File: src/rtl/irqhub_pkg.sv
package irqhub_pkg;

  // Single-cycle write strobes from decode to the register file
  typedef struct packed {
    logic setEn;
    logic clrEn;
    logic setMask;
    logic clrMask;
    logic routeWr;
  } regStb_t;

  typedef enum logic [1:0] {
    RD_NONE,
    RD_CTRL,
    RD_ROUTE,
    RD_ACK
  } rdSel_t;

  localparam int SRC_ID_W = 10;
  localparam logic [SRC_ID_W-1:0] SPURIOUS_ID = 10'd1023;

endpackage

File: src/rtl/irqhub_ctrl.sv
module irqhub_ctrl
  import irqhub_pkg::*;
#(
  parameter int NUM_SRC = 32,
  parameter int ADDR_W  = 12,
  parameter int DATA_W  = 32,
  parameter int SRC_W   = 5
) (
  input  logic              wrEn,
  input  logic [ADDR_W-1:0] addr,
  input  logic [DATA_W-1:0] wrData,
  output regStb_t           stb,
  output logic [SRC_W-1:0]  wrIdx,
  output rdSel_t            rdSel,
  output logic [SRC_W-1:0]  rdIdx
);

  localparam logic [ADDR_W-1:0] OFS_CTRL   = ADDR_W'('h000);
  localparam logic [ADDR_W-1:0] OFS_EN_SET = ADDR_W'('h030);
  localparam logic [ADDR_W-1:0] OFS_EN_CLR = ADDR_W'('h034);
  localparam logic [ADDR_W-1:0] OFS_ROUTE  = ADDR_W'('h100);
  localparam logic [ADDR_W-1:0] ROUTE_END  = ADDR_W'('h100 + 4 * NUM_SRC);
  localparam logic [ADDR_W-1:0] OFS_ACK    = ADDR_W'('h844);
  localparam logic [ADDR_W-1:0] OFS_MASK   = ADDR_W'('h848);
  localparam logic [ADDR_W-1:0] OFS_UNMASK = ADDR_W'('h84C);

  logic [ADDR_W-1:0] routeOfs;
  logic              inRoute;
  logic              numOk;
  logic [SRC_W-1:0]  routeIdx;

  assign routeOfs = addr - OFS_ROUTE;
  assign routeIdx = routeOfs[SRC_W+1:2];
  assign inRoute  = (addr >= OFS_ROUTE) && (addr < ROUTE_END) && (addr[1:0] == 2'b00);
  // Full-width compare so that large numbers never alias a valid source
  assign numOk    = (wrData[SRC_ID_W-1:0] < SRC_ID_W'(NUM_SRC)) &&
                    (wrData[DATA_W-1:SRC_ID_W] == '0);

  assign wrIdx = inRoute ? routeIdx : wrData[SRC_W-1:0];
  assign rdIdx = routeIdx;

  always_comb begin
    stb = '0;
    if (wrEn) begin
      if (inRoute)                       stb.routeWr = 1'b1;
      else if (addr == OFS_EN_SET && numOk) stb.setEn   = 1'b1;
      else if (addr == OFS_EN_CLR && numOk) stb.clrEn   = 1'b1;
      else if (addr == OFS_MASK && numOk)   stb.setMask = 1'b1;
      else if (addr == OFS_UNMASK && numOk) stb.clrMask = 1'b1;
    end
  end

  always_comb begin
    if (addr == OFS_CTRL)     rdSel = RD_CTRL;
    else if (inRoute)         rdSel = RD_ROUTE;
    else if (addr == OFS_ACK) rdSel = RD_ACK;
    else                      rdSel = RD_NONE;
  end

endmodule

File: src/rtl/irqhub_datapath.sv
module irqhub_datapath
  import irqhub_pkg::*;
#(
  parameter int NUM_SRC   = 32,
  parameter int NUM_CPU   = 2,
  parameter int TIMER_SRC = 5,
  parameter int SRC_W     = 5,
  parameter int CPU_W     = 1,
  parameter int DATA_W    = 32
) (
  input  logic               clk,
  input  logic               rstN,
  input  regStb_t            stb,
  input  logic [SRC_W-1:0]   wrIdx,
  input  logic [CPU_W-1:0]   cpuSel,
  input  logic [DATA_W-1:0]  wrData,
  input  rdSel_t             rdSel,
  input  logic [SRC_W-1:0]   rdIdx,
  input  logic [NUM_SRC-1:0] srcLvl,
  input  logic [NUM_CPU-1:0] timerLvl,
  input  logic [NUM_CPU-1:0] dbPend,
  output logic [NUM_CPU-1:0] cpuIrq,
  output logic [DATA_W-1:0]  rdData
);

  logic [NUM_SRC-1:0]               enableQ;
  logic [NUM_CPU-1:0][NUM_SRC-1:0]  maskQ;
  logic [NUM_SRC-1:0][NUM_CPU-1:0]  routeQ;
  logic [NUM_CPU-1:0][NUM_SRC-1:0]  elig;
  logic [NUM_CPU-1:0][SRC_ID_W-1:0] ackId;
  logic                             cpuOk;

  assign cpuOk = (32'(cpuSel) < NUM_CPU);

  always_ff @(posedge clk) begin
    if (!rstN) begin
      enableQ <= '0;
      maskQ   <= '1;
      routeQ  <= '0;
    end else begin
      if (stb.setEn)            enableQ[wrIdx]        <= 1'b1;
      if (stb.clrEn)            enableQ[wrIdx]        <= 1'b0;
      if (stb.setMask && cpuOk) maskQ[cpuSel][wrIdx]  <= 1'b1;
      if (stb.clrMask && cpuOk) maskQ[cpuSel][wrIdx]  <= 1'b0;
      if (stb.routeWr)          routeQ[wrIdx]         <= wrData[NUM_CPU-1:0];
    end
  end

  // Eligibility: doorbell and timer slots bypass enable and routing
  for (genvar c = 0; c < NUM_CPU; c++) begin : g_cpu
    for (genvar n = 0; n < NUM_SRC; n++) begin : g_src
      if (n == 0) begin : g_db
        assign elig[c][n] = dbPend[c] & ~maskQ[c][n];
      end else if (n == TIMER_SRC) begin : g_tmr
        assign elig[c][n] = timerLvl[c] & ~maskQ[c][n];
      end else begin : g_std
        assign elig[c][n] = srcLvl[n] & enableQ[n] & ~maskQ[c][n] & routeQ[n][c];
      end
    end

    assign cpuIrq[c] = |elig[c];

    always_comb begin
      ackId[c] = SPURIOUS_ID;
      for (int n = NUM_SRC - 1; n >= 0; n--) begin
        if (elig[c][n]) ackId[c] = SRC_ID_W'(n);
      end
    end

    // an asserted output needs some live input behind it
    p_irq_has_cause_r9: assert property (@(posedge clk) disable iff (!rstN)
      cpuIrq[c] |-> ((|srcLvl) || dbPend[c] || timerLvl[c]));
  end

  always_comb begin
    unique case (rdSel)
      RD_CTRL:  rdData = DATA_W'(NUM_SRC) << 2;
      RD_ROUTE: rdData = DATA_W'(routeQ[rdIdx]);
      RD_ACK:   rdData = cpuOk ? DATA_W'(ackId[cpuSel]) : DATA_W'(SPURIOUS_ID);
      default:  rdData = '0;
    endcase
  end

  logic unusedBits;
  assign unusedBits = srcLvl[0] ^ srcLvl[TIMER_SRC] ^ enableQ[0] ^ enableQ[TIMER_SRC]
                      ^ (^wrData[DATA_W-1:NUM_CPU]);

  p_set_enable_r2: assert property (@(posedge clk) disable iff (!rstN)
    stb.setEn |=> enableQ[$past(wrIdx)]);

  p_clear_enable_r2: assert property (@(posedge clk) disable iff (!rstN)
    stb.clrEn |=> !enableQ[$past(wrIdx)]);

  p_mask_set_r3: assert property (@(posedge clk) disable iff (!rstN)
    (stb.setMask && cpuOk) |=> maskQ[$past(cpuSel)][$past(wrIdx)]);

  p_mask_clear_r3: assert property (@(posedge clk) disable iff (!rstN)
    (stb.clrMask && cpuOk) |=> !maskQ[$past(cpuSel)][$past(wrIdx)]);

  p_route_write_r4: assert property (@(posedge clk) disable iff (!rstN)
    stb.routeWr |=> (routeQ[$past(wrIdx)] == $past(wrData[NUM_CPU-1:0])));

endmodule

File: src/rtl/irqhub.sv
module irqhub
  import irqhub_pkg::*;
#(
  parameter int NUM_CPU   = 2,
  parameter int NUM_SRC   = 32,
  parameter int TIMER_SRC = 5,
  parameter int ADDR_W    = 12,
  parameter int DATA_W    = 32,
  localparam int CPU_W    = (NUM_CPU > 1) ? $clog2(NUM_CPU) : 1,
  localparam int SRC_W    = (NUM_SRC > 1) ? $clog2(NUM_SRC) : 1
) (
  input  logic               clk,
  input  logic               rstN,
  input  logic               wrEn,
  input  logic [CPU_W-1:0]   reqCpu,
  input  logic [ADDR_W-1:0]  addr,
  input  logic [DATA_W-1:0]  wrData,
  output logic [DATA_W-1:0]  rdData,
  input  logic [NUM_SRC-1:0] srcLvl,
  input  logic [NUM_CPU-1:0] timerLvl,
  input  logic [NUM_CPU-1:0] dbPend,
  output logic [NUM_CPU-1:0] cpuIrq
);

  regStb_t          stb;
  rdSel_t           rdSel;
  logic [SRC_W-1:0] wrIdx;
  logic [SRC_W-1:0] rdIdx;

  irqhub_ctrl #(
    .NUM_SRC(NUM_SRC), .ADDR_W(ADDR_W), .DATA_W(DATA_W), .SRC_W(SRC_W)
  ) u_ctrl (
    .wrEn(wrEn), .addr(addr), .wrData(wrData),
    .stb(stb), .wrIdx(wrIdx), .rdSel(rdSel), .rdIdx(rdIdx)
  );

  irqhub_datapath #(
    .NUM_SRC(NUM_SRC), .NUM_CPU(NUM_CPU), .TIMER_SRC(TIMER_SRC),
    .SRC_W(SRC_W), .CPU_W(CPU_W), .DATA_W(DATA_W)
  ) u_dp (
    .clk(clk), .rstN(rstN), .stb(stb), .wrIdx(wrIdx), .cpuSel(reqCpu),
    .wrData(wrData), .rdSel(rdSel), .rdIdx(rdIdx), .srcLvl(srcLvl),
    .timerLvl(timerLvl), .dbPend(dbPend), .cpuIrq(cpuIrq), .rdData(rdData)
  );

endmodule

File: config.mk
export PLATFORM = sky130hd
export DESIGN_NAME = irqhub
export DESIGN_NICKNAME = d
export VERILOG_FILES = /design/src/rtl/irqhub_pkg.sv /design/src/rtl/irqhub_ctrl.sv /design/src/rtl/irqhub_datapath.sv /design/src/rtl/irqhub.sv
export SDC_FILE = /design/constraint.sdc
export NUM_CORES = 1
export LEC_CHECK = 0
export BUFFER_PORTS_ARGS = -buffer_cell sky130_fd_sc_hd__buf_2
export CORE_ASPECT_RATIO = 1.2
export CORE_MARGIN = 1
export CORE_UTILIZATION = 50
export DETAILED_ROUTE_END_ITERATION = 16
export GPL_ROUTABILITY_DRIVEN = 0
export MAX_ROUTING_LAYER = met4
export PLACE_DENSITY = 0.71
export SYNTH_ARGS = -nofsm -noshare
export SYNTH_HDL_FRONTEND = slang
export SYNTH_SLANG_ARGS = --single-unit
File: constraint.sdc
create_clock -name clk -period 3.6 [get_ports clk]
set_clock_uncertainty 0.15 [all_clocks]
set_input_delay 0.72 -clock clk [delete_from_list [all_inputs] [get_ports clk]]
set_output_delay 0.72 -clock clk [all_outputs]
set_load 0.05 [all_outputs]
==> results.toml <==
[status]
status = "finished clean"

[setup_path]
cp-end-kind = "output pin"
critical_path_class = "input port to output pin"
slowest_delay_ns = 0.54
start_kind = "input port"
crit_family = "multiplexers"
crit_arrival_ns = 2.72
r2r_slack_ns = 2.75
crit_required_ns = 2.73
worst-path-buf-inv = 3
crit_chain = "buf_4 > buf_4 > mux4_2 > mux4_2 > a21oi_1 > o211ai_1 > buf_4"
cp_slowest_cell = "mux4_2"
path_common_cell = "buf_4"
crit_path_max_fanout = 14

[grt]
grt_usage_pct = 31.40
grt_pass1_wl_mm = 43.73
grt_pass1_vias = 7803
antenna_found_initial = 0
grt_overflow_total = 0
grt_start_max_net_pins = 77

[cells_and_area]
antennaDiodeCount = 0
final_nets = 1113
drive_above_1_share_pct = 25.12
final_cell_mix = "dfxtp_1, buf_2, o21ai_0"
area_growth_pct = 16.19
layout_commonest_cell = "dfxtp_1"

[clock_network]
insertion_delay_ns = 0.42
clock_sinks = 158
clk_pin_slew_ns = 0.06
cts_buffer_depth = 2
clockRootBuffer = "clkbuf_16"
cts.hold.buffers_added = 0
cts-buffers-inserted = 17
cts_tree = "yes"
htree_levels = 4

[timing]
hold_viol_final = 0
post-route-period-util_pct = 99.82
setup_viol = 0
fin_crit_ns = 3.593
max_freq_mhz = 278.3
rsz0062_at_grt = "true"
worst_pin_slew_ns = 0.9555
maxSlewHeadroom_pct = 35.81
fin_ws_ns = 0.006517
drv_slew = 0

[floorplan]
die_w_um = 124.4
io_pins = 118
die_h_um = 148.9
initial_core_util_pct = 51.18
rows = 53
core-area_um2 = 17570
die-area_um2 = 18530

[power]
pwr-share-comb_pct = 8.7
power_mw = 3.799
p_seq_share_pct = 46.0
power_leakage_nw = 3.987
p_int_mw = 2.843
power_frac_clock_pct = 45.2
p_switching_uw = 956.2
swShare_pct = 25.17
ir_drop_mv = 0.2808
power_density_nw_per_um2 = 363.5

[synthesis]
yosysSeqAreaShare_pct = 35.17
synthTopCellsByArea = "dfxtp_1, mux2i_1, o311ai_1"
synth_top_cell_by_area = "dfxtp_1"
ys_warn_count = 0
synth_cells = 939
synth.distinct_cells = 63
synth_top_cell_area_share_pct = 35.17
ys_ff_latch = 158
ys_async_sr_fraction_pct = 0
synth_edf_count = 0
synthFlopType = "dfxtp_1"
syn_avg_cell_area_um2 = 9.578
synthesis.area_um2 = 8994

[place]
portBuffers = 93
dp_slack_ns = -0.1286
hpwl_mm = 19.80

[drt]
drtIter0Drc = 848
via_count = 8411
ant_nets = 0
wire_per_inst_um = 22.20
viasPerCell = 6.681
finalWirelength_mm = 27.95
remaining_drc_errors = 0
first_pass_iters = 6

[run]
maxCapViolCount = 0

[hold_path]
hold_path.class = "register to register"
-- final timing paths --
path                    from         endpoint  cells past startpoint
max                  addr[2]        rdData[0]                      7
max reg2reg  u_dp.routeQ[38]  u_dp.routeQ[38]                      2
min           u_dp.maskQ[53]   u_dp.maskQ[53]                      2
min reg2reg   u_dp.maskQ[53]   u_dp.maskQ[53]                      2
-- synth_stat cells (6+ instances only) --
cell type	instances
dfxtp_1	158
o21ai_0	73
mux2i_1	68
nor2b_1	68
o311ai_1	57
nand4b_1	52
nor2_1	44
clkbuf_1	42
nand4_1	36
nand3_1	32
buf_4	30
o221a_2	30
nand2_1	25
mux4_2	20
and4b_1	17
a21oi_1	16
nand2b_1	13
buf_2	11
o311ai_0	11
nor4_1	10
and4_1	9
buf_1	9
nor3_1	8
and3_1	6
inv_1	6
o211ai_1	6
-- layout make-up --
class                   count  area [µm²]
clock inverters             9       88.84
well taps                 220       275.3
multi-input cells         696        5401
clock buffers              20       466.7
inverters                   6       22.52
flip-flops and latches    158        3163
repair buffers            150        1032
fillers                  1512        7123
-- power by group through the flow --
stage | sequential [mW] | clock, mW | combinational, mW
3_3_place_gp | 1.79 | 0 | 0.320
4_1_cts | 1.75 | 1.73 | 0.325
3_5_place_dp | 1.79 | 0 | 0.323
2_1_floorplan | 1.79 | 0 | 0.211
5_1_grt | 1.75 | 1.81 | 0.349
6_report | 1.75 | 1.72 | 0.332
-- cell families (layout without fill, tap and decap cells) --
group	after synthesis	after routing	synth area share, %
multiplexers	89	89	12.70
AND/OR/NAND/NOR	363	363	27.24
flip-flops	158	158	35.17
buffers and inverters	106	185	6.288
other	1	22	0.04170
AO/OA/AOI/OAI	222	222	18.56
-- what timing repair did --
item	in CTS	in global routing
gates resized for setup	17	1
buffers inserted	1	1
pin swaps	7	4
endpoints found under the setup margin	9	10
-- worst reg2reg max path: cells and delay by family, from the launching register on --
kind / cells / cell delay [ns]
flops: 1 / 0.38
mux: 1 / 0.11
simple gates: 1 / 0.15
-- metrics by stage --
step / cell area, µm² / utilization (%) / hold WS [ns] / setup TNS, ns / instances
global route: 10450 / 59.47 / 0.3772 / -0.1639 / 1259
detailed placement: 9823 / 55.90 / 0.3379 / -0.6285 / 1228
CTS: 10440 / 59.39 / 0.3528 / -0.04588 / 1258
global placement: 9823 / 55.90 / 0.3223 / -0.3735 / 1228
floorplan: 9111 / - / 0.3023 / -0.2327 / 960
finish: 10450 / 59.47 / 0.3504 / 0 / 1259
-- registers in the layout, summed over array words and instances, names as in the netlist, named ones only --
name / flops
u_dp.enableQ: 23
u_dp.maskQ: 64
u_dp.routeQ: 64
-- layer usage --
layer	vias to the layer above	GRT usage, %	part of all wire, %
met3	91	5.022	7.8
met4	0	14.82	4.2
met1	4017	38.31	41
li1	3854	-	-
met2	449	50.91	48
met5	-	-	0
(Power assumes the default switching activity.)
